`src/rtl/dfr_pkg.sv`:
```
package dfr_pkg;
  typedef enum logic [1:0] {
    WB_ALU  = 2'd0,
    WB_LOAD = 2'd1,
    WB_SPEC = 2'd2,
    WB_RSVD = 2'd3
  } wb_kind_e;
endpackage

```
`src/rtl/dfr_tok_file.sv`:
```
// Per-register poison storage; register 0 has no storage and reads zero.
module dfr_tok_file #(
  parameter int NREG  = 64,
  parameter int NRD   = 4,
  parameter int IDX_W = $clog2(NREG)
) (
  input  logic             clk,
  input  logic             rst_n,
  input  logic             we,
  input  logic [IDX_W-1:0] waddr,
  input  logic             wdata,
  input  logic [IDX_W-1:0] raddr [NRD],
  output logic             rdata [NRD]
);
  logic [NREG-1:0] tok_q;

  generate
    for (genvar r = 0; r < NREG; r++) begin : g_reg
      if (r == 0) begin : g_zero
        assign tok_q[r] = 1'b0;
      end else begin : g_bit
        logic bit_q, bit_d, bit_en;
        always_comb begin
          bit_en = we && (waddr == IDX_W'(r));
          bit_d  = wdata;
        end
        always_ff @(posedge clk or negedge rst_n) begin
          if (!rst_n)      bit_q <= 1'b0;
          else if (bit_en) bit_q <= bit_d;
        end
        assign tok_q[r] = bit_q;
      end
    end
    for (genvar p = 0; p < NRD; p++) begin : g_rd
      assign rdata[p] = tok_q[raddr[p]];
    end
  endgenerate
endmodule

```
`src/rtl/dfr_tok_merge.sv`:
```
// Computes the token a writeback leaves in its destination.
module dfr_tok_merge
  import dfr_pkg::*;
(
  input  wb_kind_e kind,
  input  logic     fault,
  input  logic     use_a,
  input  logic     use_b,
  input  logic     tok_a,
  input  logic     tok_b,
  output logic     tok_new
);
  logic in_a, in_b;
  always_comb begin
    in_a = use_a & tok_a;
    in_b = use_b & tok_b;
    unique case (kind)
      WB_LOAD: tok_new = 1'b0;
      WB_SPEC: tok_new = fault | in_a;
      default: tok_new = in_a | in_b;
    endcase
  end
endmodule

```
`src/rtl/dfr_chk_unit.sv`:
```
// Resolves a check command against the token of the checked register.
module dfr_chk_unit #(
  parameter int TGT_W = 32
) (
  input  logic             chk_valid,
  input  logic             tok,
  input  logic [TGT_W-1:0] target,
  output logic             redirect,
  output logic [TGT_W-1:0] redirect_target
);
  always_comb begin
    redirect        = chk_valid & tok;
    redirect_target = redirect ? target : '0;
  end
endmodule

```
`src/rtl/dfr_token_tracker.sv`:
```
module dfr_token_tracker
  import dfr_pkg::*;
#(
  parameter int NREG  = 64,
  parameter int TGT_W = 32,
  parameter int IDX_W = $clog2(NREG)
) (
  input  logic             clk,
  input  logic             rst_n,
  input  logic             wb_valid,
  input  logic [1:0]       wb_kind,
  input  logic [IDX_W-1:0] wb_dst,
  input  logic [IDX_W-1:0] wb_src_a,
  input  logic             wb_use_a,
  input  logic [IDX_W-1:0] wb_src_b,
  input  logic             wb_use_b,
  input  logic             wb_fault,
  input  logic [IDX_W-1:0] rd_idx,
  output logic             rd_tok,
  input  logic             chk_valid,
  input  logic [IDX_W-1:0] chk_idx,
  input  logic [TGT_W-1:0] chk_target,
  output logic             redirect,
  output logic [TGT_W-1:0] redirect_target
);
  localparam int NRD    = 4;
  localparam int P_READ = 0;
  localparam int P_CHK  = 1;
  localparam int P_SRCA = 2;
  localparam int P_SRCB = 3;

  logic [IDX_W-1:0] raddr [NRD];
  logic             rdata [NRD];
  logic             we, wtok;
  wb_kind_e         kind;

  always_comb begin
    raddr[P_READ] = rd_idx;
    raddr[P_CHK]  = chk_idx;
    raddr[P_SRCA] = wb_src_a;
    raddr[P_SRCB] = wb_src_b;
    kind          = wb_kind_e'(wb_kind);
    we            = wb_valid && (wb_dst != '0);
  end

  dfr_tok_file #(.NREG(NREG), .NRD(NRD), .IDX_W(IDX_W)) u_file (
    .clk   (clk),
    .rst_n (rst_n),
    .we    (we),
    .waddr (wb_dst),
    .wdata (wtok),
    .raddr (raddr),
    .rdata (rdata)
  );

  dfr_tok_merge u_merge (
    .kind    (kind),
    .fault   (wb_fault),
    .use_a   (wb_use_a),
    .use_b   (wb_use_b),
    .tok_a   (rdata[P_SRCA]),
    .tok_b   (rdata[P_SRCB]),
    .tok_new (wtok)
  );

  dfr_chk_unit #(.TGT_W(TGT_W)) u_chk (
    .chk_valid       (chk_valid),
    .tok             (rdata[P_CHK]),
    .target          (chk_target),
    .redirect        (redirect),
    .redirect_target (redirect_target)
  );

  assign rd_tok = rdata[P_READ];
endmodule

```
`config.mk`:
```
export PLATFORM = sky130hd
export DESIGN_NAME = dfr_token_tracker
export DESIGN_NICKNAME = d
export VERILOG_FILES = /design/src/rtl/dfr_pkg.sv /design/src/rtl/dfr_tok_file.sv /design/src/rtl/dfr_tok_merge.sv /design/src/rtl/dfr_chk_unit.sv /design/src/rtl/dfr_token_tracker.sv
export SDC_FILE = /design/constraint.sdc
export NUM_CORES = 1
export LEC_CHECK = 0
export ABC_AREA = 1
export BUFFER_PORTS_ARGS = -buffer_cell sky130_fd_sc_hd__buf_2
export CAP_MARGIN = 40
export CORE_UTILIZATION = 41
export CTS_CLUSTER_DIAMETER = 120
export DETAILED_ROUTE_END_ITERATION = 16
export PLACE_DENSITY = 0.68
export SLEW_MARGIN = 20
export SYNTH_ARGS = -nofsm -noshare
export SYNTH_HDL_FRONTEND = slang
export SYNTH_SLANG_ARGS = --single-unit
```
`constraint.sdc`:
```
create_clock -name clk -period 2.2 [get_ports clk]
set_clock_uncertainty 0.15 [all_clocks]
set_input_delay 0.11 -clock clk [delete_from_list [all_inputs] [get_ports clk]]
set_output_delay 0.11 -clock clk [all_outputs]
set_load 0.01 [all_outputs]
```
# Word-level counts from Yosys, hierarchy flattened
# Cells that the tools add are included.
# totals
input_bits,71
reg_bits,63
# classes
reduce_logical,65
order_cmp,4
bitwise,5
eq_ne,65
muxes,10
# op_table
cell,n
$eq 6x6->1 const B,32
$eq 6x5->1 const B,16
$logic_and 1x1->1,64
$eq 6x4->1 const B,8
$mux 32,1
$lt 6x7->1 const B,4
$bmux 1 s6,4
$eq 6x3->1 const B,4
$eq 6x2->1 const B,2
$eq 6x1->1 const B,1
$reduce_bool 6->1,1
$mux 1,4
$and 1x1->1,3
$eq 2x1->1 const B,1
$eq 2x2->1 const B,1
$or 1x1->1,2
$pmux 1 s2,1

# Longest topological paths before layout
# Gate-level depths: netlist of the first run.
# depth
depth_word,5
depth_mapped,16

# Cells and area by module
# From an unflattened synthesis of the first run, not the netlist that was laid out.
# hier_totals
cells_unflattened,938
area_unflattened_um2,5816.8
# modules_own_cells
mod,area_per_inst_um2,n_inst,cells_each,seq_area_each_um2
dfr_tok_file,5400.2,1,854,1576.5
dfr_chk_unit,356.6,1,69,0.0
dfr_tok_merge,36.3,1,9,0.0
dfr_token_tracker,23.8,1,6,0.0

# Least setup slack after synthesis of the first run
# No wires, ideal clock.
# synth_timing
kind,input -> output
start,input port chk_idx[0]
end,output port redirect_target[0]
stages,12
t_required_ns,1.940
path_slack_ns,0.467
t_arrival_ns,1.473
path_cell_list,buf_2 -> inv_2 -> buf_2 -> nor2_1 -> o221ai_1 -> o211ai_1 -> nand3_1 -> nand3b_1 -> nand2_1 -> nand2_2 -> buf_6 -> nor2_1
# synth_between
elab_chain_cells,4
# synth_rtl
item,line_no,source
from (decl),dfr_token_tracker.sv:21,"input logic [IDX_W-1:0] chk_idx,"
$bmux 1 s6,dfr_tok_file.sv:35,assign rdata[p] = tok_q[raddr[p]];
$mux 1 (implied by the code),dfr_tok_file.sv:35,
$and 1x1->1,dfr_chk_unit.sv:12,redirect = chk_valid & tok;
$mux 32,dfr_chk_unit.sv:13,redirect_target = redirect ? target : '0;
to (decl),dfr_token_tracker.sv:24,output logic [TGT_W-1:0] redirect_target
# No other way between the ends. The select of a mux whose other input is x is not followed.

# Worst setup path in the final report of the first run
# layout_timing
start,register u_file.g_reg[17].g_bit.bit_q
end,output port redirect_target[25]
# layout_between
elab_chain_cells,4
# layout_rtl
item,line_no,source
from (decl),dfr_tok_file.sv:22,"logic bit_q, bit_d, bit_en;"
from (signal assigned),dfr_tok_file.sv:29,else if (bit_en) bit_q <= bit_d;
$bmux 1 s6,dfr_tok_file.sv:35,
$mux 1 (implied by the code),dfr_tok_file.sv:35,
$and 1x1->1,dfr_chk_unit.sv:12,
$mux 32,dfr_chk_unit.sv:13,
# No other way between the ends. The select of a mux whose other input is x is not followed.

==> results of run 1 <==
power by group through the flow:
stage               Sequential [W]  Clock, W  Combinational [W]
floorplan                  0.00140         0           0.000716
global placement           0.00153         0            0.00102
detailed placement         0.00153         0            0.00103
CTS                        0.00151   0.00157            0.00110
global route               0.00154   0.00162            0.00129
finish                     0.00154   0.00155            0.00115
worst register-to-register path, delay by kind of cell, from the launching register on:
kind / cells / cell delay, ns
buffers and inverters: 1 / 0.20
AND/OR/NAND/NOR: 12 / 1.08
flip-flops: 1 / 0.53
worst max path at each step:
stage                                      to  slack (ns)  depth (start not counted)
after global placement    redirect_target[27]        0.15                         12
after CTS                 redirect_target[25]       -0.01                         10
after detailed placement  redirect_target[25]        0.15                         12
after global routing      redirect_target[26]       -0.17                         12
final                     redirect_target[25]       -0.03                         10
after floorplan            redirect_target[0]        0.47                         12
cells in the mapped netlist (all sizes together):
| cell type | n | area (µm²) |
|---|---|---|
| o22ai | 21 | 131.4 |
| nor3 | 4 | 20.02 |
| dfrtp | 63 | 1577 |
| inv | 100 | 375.4 |
| nand3b | 2 | 15.01 |
| clkinv | 1 | 3.750 |
| nand3 | 191 | 968.4 |
| nor2 | 181 | 691.9 |
| or2 | 1 | 6.260 |
| nand2 | 245 | 922.1 |
| a21boi | 1 | 7.510 |
| a21oi | 10 | 50.05 |
| o21ai | 130 | 650.6 |
| o211ai | 4 | 30.03 |
| clkbuf | 27 | 101.4 |
| buf | 38 | 266.5 |
| nand4 | 2 | 12.51 |
| o221ai | 8 | 70.07 |
repair_timing:
action,CTS,global route
pin swaps,3,5
hold buffers,1,0
setup endpoints to repair,33,39
setup buffers,8,4
hold endpoints to repair,38,0
gates resized for setup,35,27
cloned,1,0
through the flow:
stage,hold slack (ns),worst slack [ns],area (µm²),power [W],TNS (ns)
finish,0.03787,-0.03301,7163,0.004233,-0.6087
global route,0.1142,-0.1746,7163,0.004439,-5.527
CTS,0.02794,-0.01409,7071,0.004181,-0.02666
detailed placement,-0.02925,0.1522,6610,0.002565,0
global placement,-0.03362,0.1462,6610,0.002551,0
floorplan,-0.3356,0.4671,5899,0.002116,0
cell type report:
| class | count | area (µm²) | area share |
|---|---|---|---|
| Tap cell | 180 | 225.2 | 0.03144 |
| Sequential cell | 63 | 1608 | 0.2245 |
| Multi-Input combinational cell | 800 | 3645 | 0.5088 |
| Timing Repair Buffer | 149 | 980.9 | 0.1369 |
| Clock inverter | 3 | 65.06 | 0.009083 |
| Clock buffer | 13 | 260.3 | 0.03633 |
| Inverter | 101 | 379.1 | 0.05293 |
logic make-up after synthesis:
| family | count (synthesis) |
|---|---|
| buffers and inverters | 166 |
| AOI/OAI and AO/OA | 174 |
| and+or+nand+nor | 626 |
| DFF | 63 |
routing by layer:
metal	up-vias	track usage	wire, µm
met5	-	0	0
met4	0	0.1898	1180
met3	72	0.06367	2627
met2	438	0.4643	9564
met1	3288	0.4042	8873
li1	3550	-	-
==> flow_metrics.env, run 1 <==
export IMPL_run_status="finished with violations"
export IMPL_violations="setup timing"
export IMPL_top_register="u_file.g.g_bit.bit_q"
export IMPL_rr_startpoint="u_file.g_reg[48].g_bit.bit_q"
export IMPL_avgSynthCellArea_um2=5.733
export IMPL_cp_max_fo=17
export IMPL_synthAdderAreaFrac=0
export IMPL_vias=7348
export IMPL_fin_ws_ns=-0.03301
export IMPL_clock_sinks=63
export IMPL_syn_inst=1029
export IMPL_synth_seq_area_share=0.2672
export IMPL_criticalPathCategory="reg -> out"
export IMPL_synth_top_family_by_area="simple AND/OR/NAND/NOR gates"
export IMPL_grt_pass1_vias=6394
export IMPL_crit_arrival_ns=1.97
export IMPL_path_buf_inv=2
export IMPL_fin_util=0.5141
export IMPL_antenna_found_initial=0
export IMPL_root_buffer="clkbuf_16"
export IMPL_dp_cells=1279
export IMPL_synthXorXnorAreaFrac=0
export IMPL_layout_drive_gt1_share=0.1957
export IMPL_vias_per_cell=5.613
export IMPL_ir_worst_vdd_mv=0.4208
export IMPL_drc=0
export IMPL_p_leak_nw=3.665
export IMPL_hold_viol_final=0
export IMPL_combPwrFrac=0.272
export IMPL_synth_warnings=0
export IMPL_io_buffers=104
export IMPL_slew_headroom=0.5356
export IMPL_syn_area_um2=5899
export IMPL_setup_viol=33
export IMPL_start_util=0.4234
export IMPL_first_iter_violations=802
export IMPL_p_per_area_nw_per_um2=590.9
export IMPL_synthesis_nets=1100
export IMPL_drt_wl_total_um=22250
export IMPL_clkLatencyLatePin_ns=0.33
export IMPL_place_congestion=0.9824
export IMPL_hold_end="u_file.g_reg[5].g_bit.bit_q"
export IMPL_required_ns=1.94
export IMPL_r2r_slack_ns=0.17
export IMPL_clk_pin_slew_ns=0.05
export IMPL_fmax_ghz=0.4478
export IMPL_endpoint_kind="output port"
export IMPL_hold_depth=5
export IMPL_grt_max_degree=64
export IMPL_cts_tree="done"
export IMPL_cts_inserted_buffers=9
export IMPL_final_cell_mix="nand2_1 (242), nand3_1 (188), nor2_1 (170)"
export IMPL_cp_top_family="simple AND/OR/NAND/NOR gates"
export IMPL_reg2reg_to="u_file.g_reg[12].g_bit.bit_q"
export IMPL_core_um2=13930
export IMPL_ant_nets=0
export IMPL_min_path_type="in -> reg"
export IMPL_grt_ovfl_total=0
export IMPL_r2r_cells=13
export IMPL_clockPowerShare=0.365
export IMPL_critPathSlowestCell="dfrtp_1"
export IMPL_rsz0062_at_grt="true"
export IMPL_internal_power_w=0.002778
export IMPL_tightest_slew_ns=0.6959
export IMPL_io_pins=105
export IMPL_path_cells="o21ai_0 -> o221ai_1 -> nand3_1 -> nand3_1 -> nand3b_1 -> nand2_2 -> nand2_4 -> buf_12 -> nor2_1 -> buf_2"
export IMPL_synth_seq_cells=63
export IMPL_cts_path_max_buffers=2
export IMPL_slew_violations=0
export IMPL_muxShareOfSynthArea=0
export IMPL_critPathMostFrequentCell="nand3_1"
export IMPL_switching_share=0.3437
export IMPL_synthSimpleGateAreaFrac=0.4469
export IMPL_cp_startpoint="u_file.g_reg[17].g_bit.bit_q"
export IMPL_first_pass_iters=10
export IMPL_critPathLaunchType="register"
export IMPL_switchingPower_w=0.001455
export IMPL_antenna_cells=0
export IMPL_fp_dieH_um=122.0
export IMPL_final_common_cell="nand2_1"
export IMPL_syn2layout_area_growth_pct=21.42
export IMPL_maxCapViolations=0
export IMPL_die_x_um=122.0
export IMPL_seqPwrFrac=0.363
export IMPL_layout_cells_non_filler=1309
export IMPL_synth_compound_area_frac=0.1593
export IMPL_min_period_ns=2.233
export IMPL_dp_final_hpwl_um=15740
export IMPL_row_count=43
export IMPL_largest_registers="u_file.g.g_bit.bit_q: 63 flops"
export IMPL_grtUsageTotal=0.3087
export IMPL_htreeDepth=3
export IMPL_min_from="wb_dst[5]"
export IMPL_fin_nets=1195
export IMPL_slowest_delay_ns=0.50
export IMPL_wl_per_cell_um=16.99
export IMPL_largest_register_ffs=63
export IMPL_grt_pass1_wl_um=34580
export IMPL_dieArea_um2=14870
export IMPL_yosysUniqueCellTypes=26
export IMPL_fin_crit_sh=1.015
export IMPL_n_fill_cell=1409
(Power assumes the default switching activity.)
==> run 2: changes to the inputs <==
Settings changed: ABC_AREA 1 to unset, PLACE_DENSITY 0.68 to 0.69.
==> flow_metrics.env, run 2 <==
export IMPL_first_pass_iters=5
export IMPL_ir_worst_vdd_mv=0.2970
export IMPL_critPathSlowestCell="mux4_2"
export IMPL_die_x_um=113.9
export IMPL_min_path_type="in -> reg"
export IMPL_fin_ws_ns=-0.8077
export IMPL_layout_drive_gt1_share=0.6279
export IMPL_endpoint="redirect_target[31]"
export IMPL_endpoint_kind="output port"
export IMPL_crit_arrival_ns=2.75
export IMPL_root_buffer="clkbuf_16"
export IMPL_syn2layout_area_growth_pct=50.56
export IMPL_reg2reg_to="u_file.g_reg[12].g_bit.bit_q"
export IMPL_clk_pin_slew_ns=0.06
export IMPL_min_period_ns=3.008
export IMPL_fin_nets=711
export IMPL_drc=0
export IMPL_critPathLaunchType="register"
export IMPL_synth_warnings=0
export IMPL_grtUsageTotal=0.3224
export IMPL_grt_pass1_wl_um=30280
export IMPL_cp_startpoint="u_file.g_reg[14].g_bit.bit_q"
export IMPL_slew_headroom=0.4744
export IMPL_place_congestion=0.9575
export IMPL_tightest_slew_ns=0.7866
export IMPL_vias=5239
export IMPL_p_leak_nw=3.536
export IMPL_layout_cells_non_filler=813
export IMPL_critPathMostFrequentCell="mux4_2"
export IMPL_run_status="finished with violations"
export IMPL_met1_usage=0.3838
export IMPL_yosys_area_top_type="dfrtp_1"
export IMPL_r2r_cells=12
export IMPL_criticalPathCategory="reg -> out"
export IMPL_avgSynthCellArea_um2=11.57
export IMPL_slew_violations=0
export IMPL_dieArea_um2=12980
export IMPL_final_cell_mix="buf_4 (86), buf_2 (73), mux4_2 (63), dfrtp_1 (63), mux2_4 (48)"
export IMPL_use_met2=0.5370
export IMPL_core_um2=12110
export IMPL_top_register="u_file.g.g_bit.bit_q"
export IMPL_finalHoldWorstSlack_ns=0.1242
export IMPL_row_count=40
export IMPL_yosysUniqueCellTypes=39
export IMPL_cp_max_fo=33
export IMPL_syn_inst=444
export IMPL_fmax_ghz=0.3325
export IMPL_ys_flop_type="dfrtp_1"
export IMPL_yosysTopAreaCellShare=0.3069
export IMPL_required_ns=1.94
export IMPL_fp_dieH_um=113.9
export IMPL_cts_tree="done"
export IMPL_crit_cells=6
export IMPL_synth_seq_cells=63
export IMPL_ant_nets=0
export IMPL_cp_top_family="multiplexers"
export IMPL_r2r_slack_ns=-0.67
export IMPL_path_buf_inv=2
export IMPL_synth_edf_count=0
export IMPL_maxCapViolations=0
export IMPL_design_area_um2=7735
export IMPL_start_util=0.4242
export IMPL_grt_pass1_vias=5196
export IMPL_power_w=0.004450
export IMPL_htreeDepth=3
export IMPL_rsz0062_at_grt="true"
export IMPL_wl_per_cell_um=25.51
export IMPL_async_reset_ff_frac=1.000
export IMPL_synth_area_leaders="dfrtp_1 (31%), mux4_2 (28%), mux2_2 (15%)"
export IMPL_antenna_cells=0
export IMPL_placed_cell_area_um2=6758
export IMPL_cts_path_max_buffers=2
export IMPL_fin_crit_sh=1.367
export IMPL_syn_area_um2=5137
export IMPL_first_iter_violations=622
export IMPL_grt_ovfl_total=0
export IMPL_final_common_cell="buf_4"
export IMPL_dp_cells=780
export IMPL_largest_registers="u_file.g.g_bit.bit_q: 63 flops"
export IMPL_rr_startpoint="u_file.g_reg[40].g_bit.bit_q"
export IMPL_grt_busiest_layer="met2"
export IMPL_drt_wl_total_um=20740
export IMPL_synthesis_nets=515
export IMPL_path_cells="mux4_2 -> mux4_2 -> mux4_2 -> buf_12 -> and3_1 -> buf_2"
export IMPL_use_met3=0.08289
export IMPL_hold_viol_final=0
export IMPL_netlist_top_cells_count="mux2_2 (70), dfrtp_1 (63), mux4_2 (63)"
export IMPL_dp_final_hpwl_um=13950
export IMPL_antenna_found_initial=0
export IMPL_largest_register_ffs=63
export IMPL_vias_per_cell=6.444
export IMPL_grt_max_degree=64
export IMPL_synth_most_common_cell="mux2_2"
export IMPL_p_per_area_nw_per_um2=575.3
export IMPL_io_buffers=104
export IMPL_violations="setup timing"
export IMPL_slowest_delay_ns=0.51
export IMPL_cts_inserted_buffers=9
export IMPL_clkLatencyLatePin_ns=0.33
export IMPL_setup_viol=97
export IMPL_io_pins=105
export IMPL_clock_sinks=63
export IMPL_synth_seq_area_share=0.3069
-- run 2: changes by cell type in the layout (fill, tap and decap cells not counted), sizes merged, moves of 20 or more --
cell   delta
inv      -97
mux2     +70
mux2i    +20
nor2    -136
mux4     +63
nand2   -203
buf      +73
and3     +33
nand3   -182
o21ai   -125
-- run 2: layer usage --
metal | share of wire | vias up
met5 | 0 | -
met4 | 0.061 | 0
met3 | 0.12 | 123
met2 | 0.47 | 467
met1 | 0.35 | 2545
li1 | - | 2104
-- run 2: report_power, final --
part	switching, W	internal, W
registers	0.0000836	0.00128
clock network	0.000519	0.000966
logic	0.000712	0.000893
-- run 2: repair_timing --
item	in CTS	in global routing
gates cloned	7	0
setup buffers	6	4
hold buffers	1	0
setup endpoints to repair	97	97
pin swaps	3	4
gates resized for setup	50	45
endpoints found under the hold margin	63	0
-- run 2: kinds of logic (layout without fill, tap and decap cells) --
group / Yosys count / count (layout) / synth area share
AO/OA/AOI/OAI: 24 / 24 / 0.03361
buffers and inverters: 40 / 241 / 0.03410
flip-flops: 63 / 63 / 0.3069
multiplexers: 153 / 153 / 0.4686
AND/OR/NAND/NOR: 164 / 164 / 0.1568
-- run 2: area by class of cell --
class	count	area, µm²
inverter	3	11.26
clock inverter	3	40.04
fill	865	4377
clock buffer	13	270.3
sequential	63	1577
multi-input combinational	341	3731
tap	168	210.2
timing repair buffer	222	1896
-- run 2: worst min path at each step --
stage	startpoint	endpoint	slack [ns]	depth (start not counted)
floorplan	rst_n	u_file.g_reg[10].g_bit.bit_q	-0.34	0
global placement	rst_n	u_file.g_reg[30].g_bit.bit_q	-0.001	2
detailed placement	rst_n	u_file.g_reg[27].g_bit.bit_q	0.008	2
CTS	wb_dst[2]	u_file.g_reg[8].g_bit.bit_q	0.08	4
global route	wb_dst[2]	u_file.g_reg[8].g_bit.bit_q	0.14	4
finish	wb_dst[2]	u_file.g_reg[8].g_bit.bit_q	0.12	4
-- run 2: metrics by stage --
| step | TNS (ns) | setup slack (ns) | util |
|---|---|---|---|
| after floorplan | -11.41 | -0.2245 | - |
| after global placement | -34.26 | -0.5934 | 0.5580 |
| after detailed placement | -36.28 | -0.5959 | 0.5580 |
| after CTS | -48.13 | -0.8033 | 0.6259 |
| after global routing | -70.01 | -0.8697 | 0.6386 |
| final | -67.20 | -0.8077 | 0.6386 |
-- run 2: tightest hold or removal path: stages --
cell	delay, ns
buf_2	0.11
nor2_1	0.09
nand2_1	0.10
mux2_4	0.16
==> run 3: changes to the inputs <==
Settings changed: CORE_ASPECT_RATIO set to 0.8.
==> flow_metrics.env, run 3 (synthesis results as in run 2) <==
export IMPL_run_status="finished with violations"
export IMPL_violations="DRC, setup timing"
export IMPL_setup_viol=97
export IMPL_critPathMostFrequentCell="mux4_2"
export IMPL_largest_register_ffs=63
export IMPL_vias_per_cell=6.145
export IMPL_hold_depth=4
export IMPL_critPathSlowestCell="mux4_2"
export IMPL_cp_top_family="multiplexers"
export IMPL_grt_ovfl_total=0
export IMPL_hold_viol_final=0
export IMPL_cts_tree="done"
export IMPL_drt_wl_total_um=19990
export IMPL_slowest_delay_ns=0.54
export IMPL_min_period_ns=3.043
export IMPL_fin_nets=705
export IMPL_clkLatencyLatePin_ns=0.34
export IMPL_r2r_cells=9
export IMPL_slew_headroom=0.5382
export IMPL_ir_worst_vdd_mv=0.3689
export IMPL_first_iter_violations=581
export IMPL_tightest_slew_ns=0.6912
export IMPL_maxCapViolations=0
export IMPL_wl_per_cell_um=24.65
export IMPL_io_pins=105
export IMPL_grtUsageTotal=0.3204
export IMPL_ant_nets=0
export IMPL_placed_cell_area_um2=6741
export IMPL_root_buffer="clkbuf_16"
export IMPL_place_congestion=0.9511
export IMPL_grt_max_degree=64
export IMPL_io_buffers=104
export IMPL_layout_drive_gt1_share=0.6244
export IMPL_die_x_um=127.2
export IMPL_htreeDepth=3
export IMPL_vias=4984
export IMPL_top_register="u_file.g.g_bit.bit_q"
export IMPL_reg2reg_to="u_file.g_reg[45].g_bit.bit_q"
export IMPL_critPathLaunchType="register"
export IMPL_start_util=0.4209
export IMPL_hold_end="u_file.g_reg[8].g_bit.bit_q"
export IMPL_clk_pin_slew_ns=0.06
export IMPL_min_from="wb_dst[2]"
export IMPL_rsz0062_at_grt="true"
export IMPL_cts_inserted_buffers=9
export IMPL_slew_violations=0
export IMPL_row_count=36
export IMPL_endpoint_kind="output port"
export IMPL_p_leak_nw=3.464
export IMPL_r2r_slack_ns=-0.48
export IMPL_fin_ws_ns=-0.8427
export IMPL_dp_slack_ns=-0.5543
export IMPL_first_pass_iters=13
export IMPL_core_um2=12210
export IMPL_fmax_ghz=0.3287
export IMPL_path_cells="mux4_2 -> mux4_2 -> mux4_2 -> buf_12 -> and3_1 -> buf_2"
export IMPL_syn2layout_area_growth_pct=48.88
export IMPL_p_per_area_nw_per_um2=557.1
export IMPL_design_area_um2=7649
export IMPL_clock_sinks=63
export IMPL_largest_registers="u_file.g.g_bit.bit_q: 63 flops"
export IMPL_dp_final_hpwl_um=13840
export IMPL_grt_pass1_vias=4934
export IMPL_dieArea_um2=12980
export IMPL_cp_max_fo=33
export IMPL_crit_arrival_ns=2.78
export IMPL_path_buf_inv=2
export IMPL_final_common_cell="buf_4"
export IMPL_min_path_type="in -> reg"
export IMPL_cts_path_max_buffers=2
export IMPL_fin_crit_sh=1.383
export IMPL_n_fill_cell=937
export IMPL_drc=1
export IMPL_grt_pass1_wl_um=29580
export IMPL_required_ns=1.94
export IMPL_fp_dieH_um=102.1
export IMPL_final_cell_mix="buf_4 (86), buf_2 (73), mux4_2 (63), dfrtp_1 (63), nor2_1 (45)"
export IMPL_rr_startpoint="u_file.g_reg[16].g_bit.bit_q"
export IMPL_criticalPathCategory="reg -> out"
export IMPL_antenna_found_initial=1
==> run 3: changes by cell type in the layout (fill, tap and decap cells not counted), moves of 2 or more <==
cell and delta:
mux2_4 -11, mux2_2 +11, mux2i_2 -3, buf_6 -8, buf_16 +2, buf_12 -2, mux2i_4 +2, buf_8 +2
==> run 3: worst reg2reg max path, delay by kind of cell, from the launching register on <==
family	cells	cell delay [ns]
flip-flops	1	0.40
AO/OA/AOI/OAI	2	0.28
AND/OR/NAND/NOR	1	0.20
buffers and inverters	3	0.55
multiplexers	3	0.98
==> run 3: repair_timing <==
item                       CTS  global route
hold endpoints to repair    63             0
setup endpoints to repair   97            97
gates cloned                 8             0
buffers inserted             4             1
gates resized for setup     74            10
pin swaps                    1             1
hold buffers                 1             0
==> run 3: per-stage QoR <==
step / hold WS, ns / instances / setup TNS, ns / total power, W / util
floorplan: -0.3356 / 444 / -11.41 / 0.002073 / -
global placement: -0.005673 / 782 / -40.05 / 0.002596 / 0.5523
detailed placement: -0.001035 / 782 / -41.22 / 0.002633 / 0.5523
CTS: 0.09938 / 810 / -48.33 / 0.004201 / 0.6228
global route: 0.1386 / 811 / -62.02 / 0.004407 / 0.6266
finish: 0.1309 / 811 / -56.52 / 0.004261 / 0.6266
==> run 3: layout make-up <==
class | instances | area (µm²) | area share
Multi-Input combinational cell | 341 | 3716 | 0.4858
Timing Repair Buffer | 216 | 1851 | 0.2419
Sequential cell | 63 | 1577 | 0.2061
Clock buffer | 13 | 260.3 | 0.03403
Tap cell | 171 | 214.0 | 0.02797
Clock inverter | 3 | 17.52 | 0.002290
Inverter | 3 | 11.26 | 0.001472
Antenna cell | 1 | 2.502 | 0.0003272
==> run 3: layer usage <==
metal  global-route usage  wire, µm  share of wire  vias to the layer above
li1                     -         -              -                     2093
met1               0.4022      7337           0.37                     2411
met2               0.4937      8888           0.44                      397
met3               0.1084      2615           0.13                       83
met4               0.1749      1146          0.057                        0
met5                    0         0              0                        -
==> run 3: worst max-delay path by stage <==
stage / startpoint / to / slack [ns] / cells after the start
6_report: u_file.g_reg[35].g_bit.bit_q / redirect_target[4] / -0.84 / 6
5_1_grt: u_file.g_reg[35].g_bit.bit_q / redirect_target[4] / -0.91 / 6
4_1_cts: u_file.g_reg[35].g_bit.bit_q / redirect_target[4] / -0.82 / 6
3_5_place_dp: chk_idx[0] / redirect_target[4] / -0.55 / 8
3_3_place_gp: chk_idx[0] / redirect_target[22] / -0.54 / 8
2_1_floorplan: chk_idx[0] / redirect_target[0] / -0.22 / 7
==> run 3: where the power goes <==
| group | leakage, nW | internal, W | switching (W) |
|---|---|---|---|
| Clock | 0.136 | 0.000820 | 0.000525 |
| Combinational | 2.47 | 0.000881 | 0.000687 |
| Sequential | 0.860 | 0.00128 | 0.0000712 |
| Total | 3.46 | 0.00298 | 0.00128 |
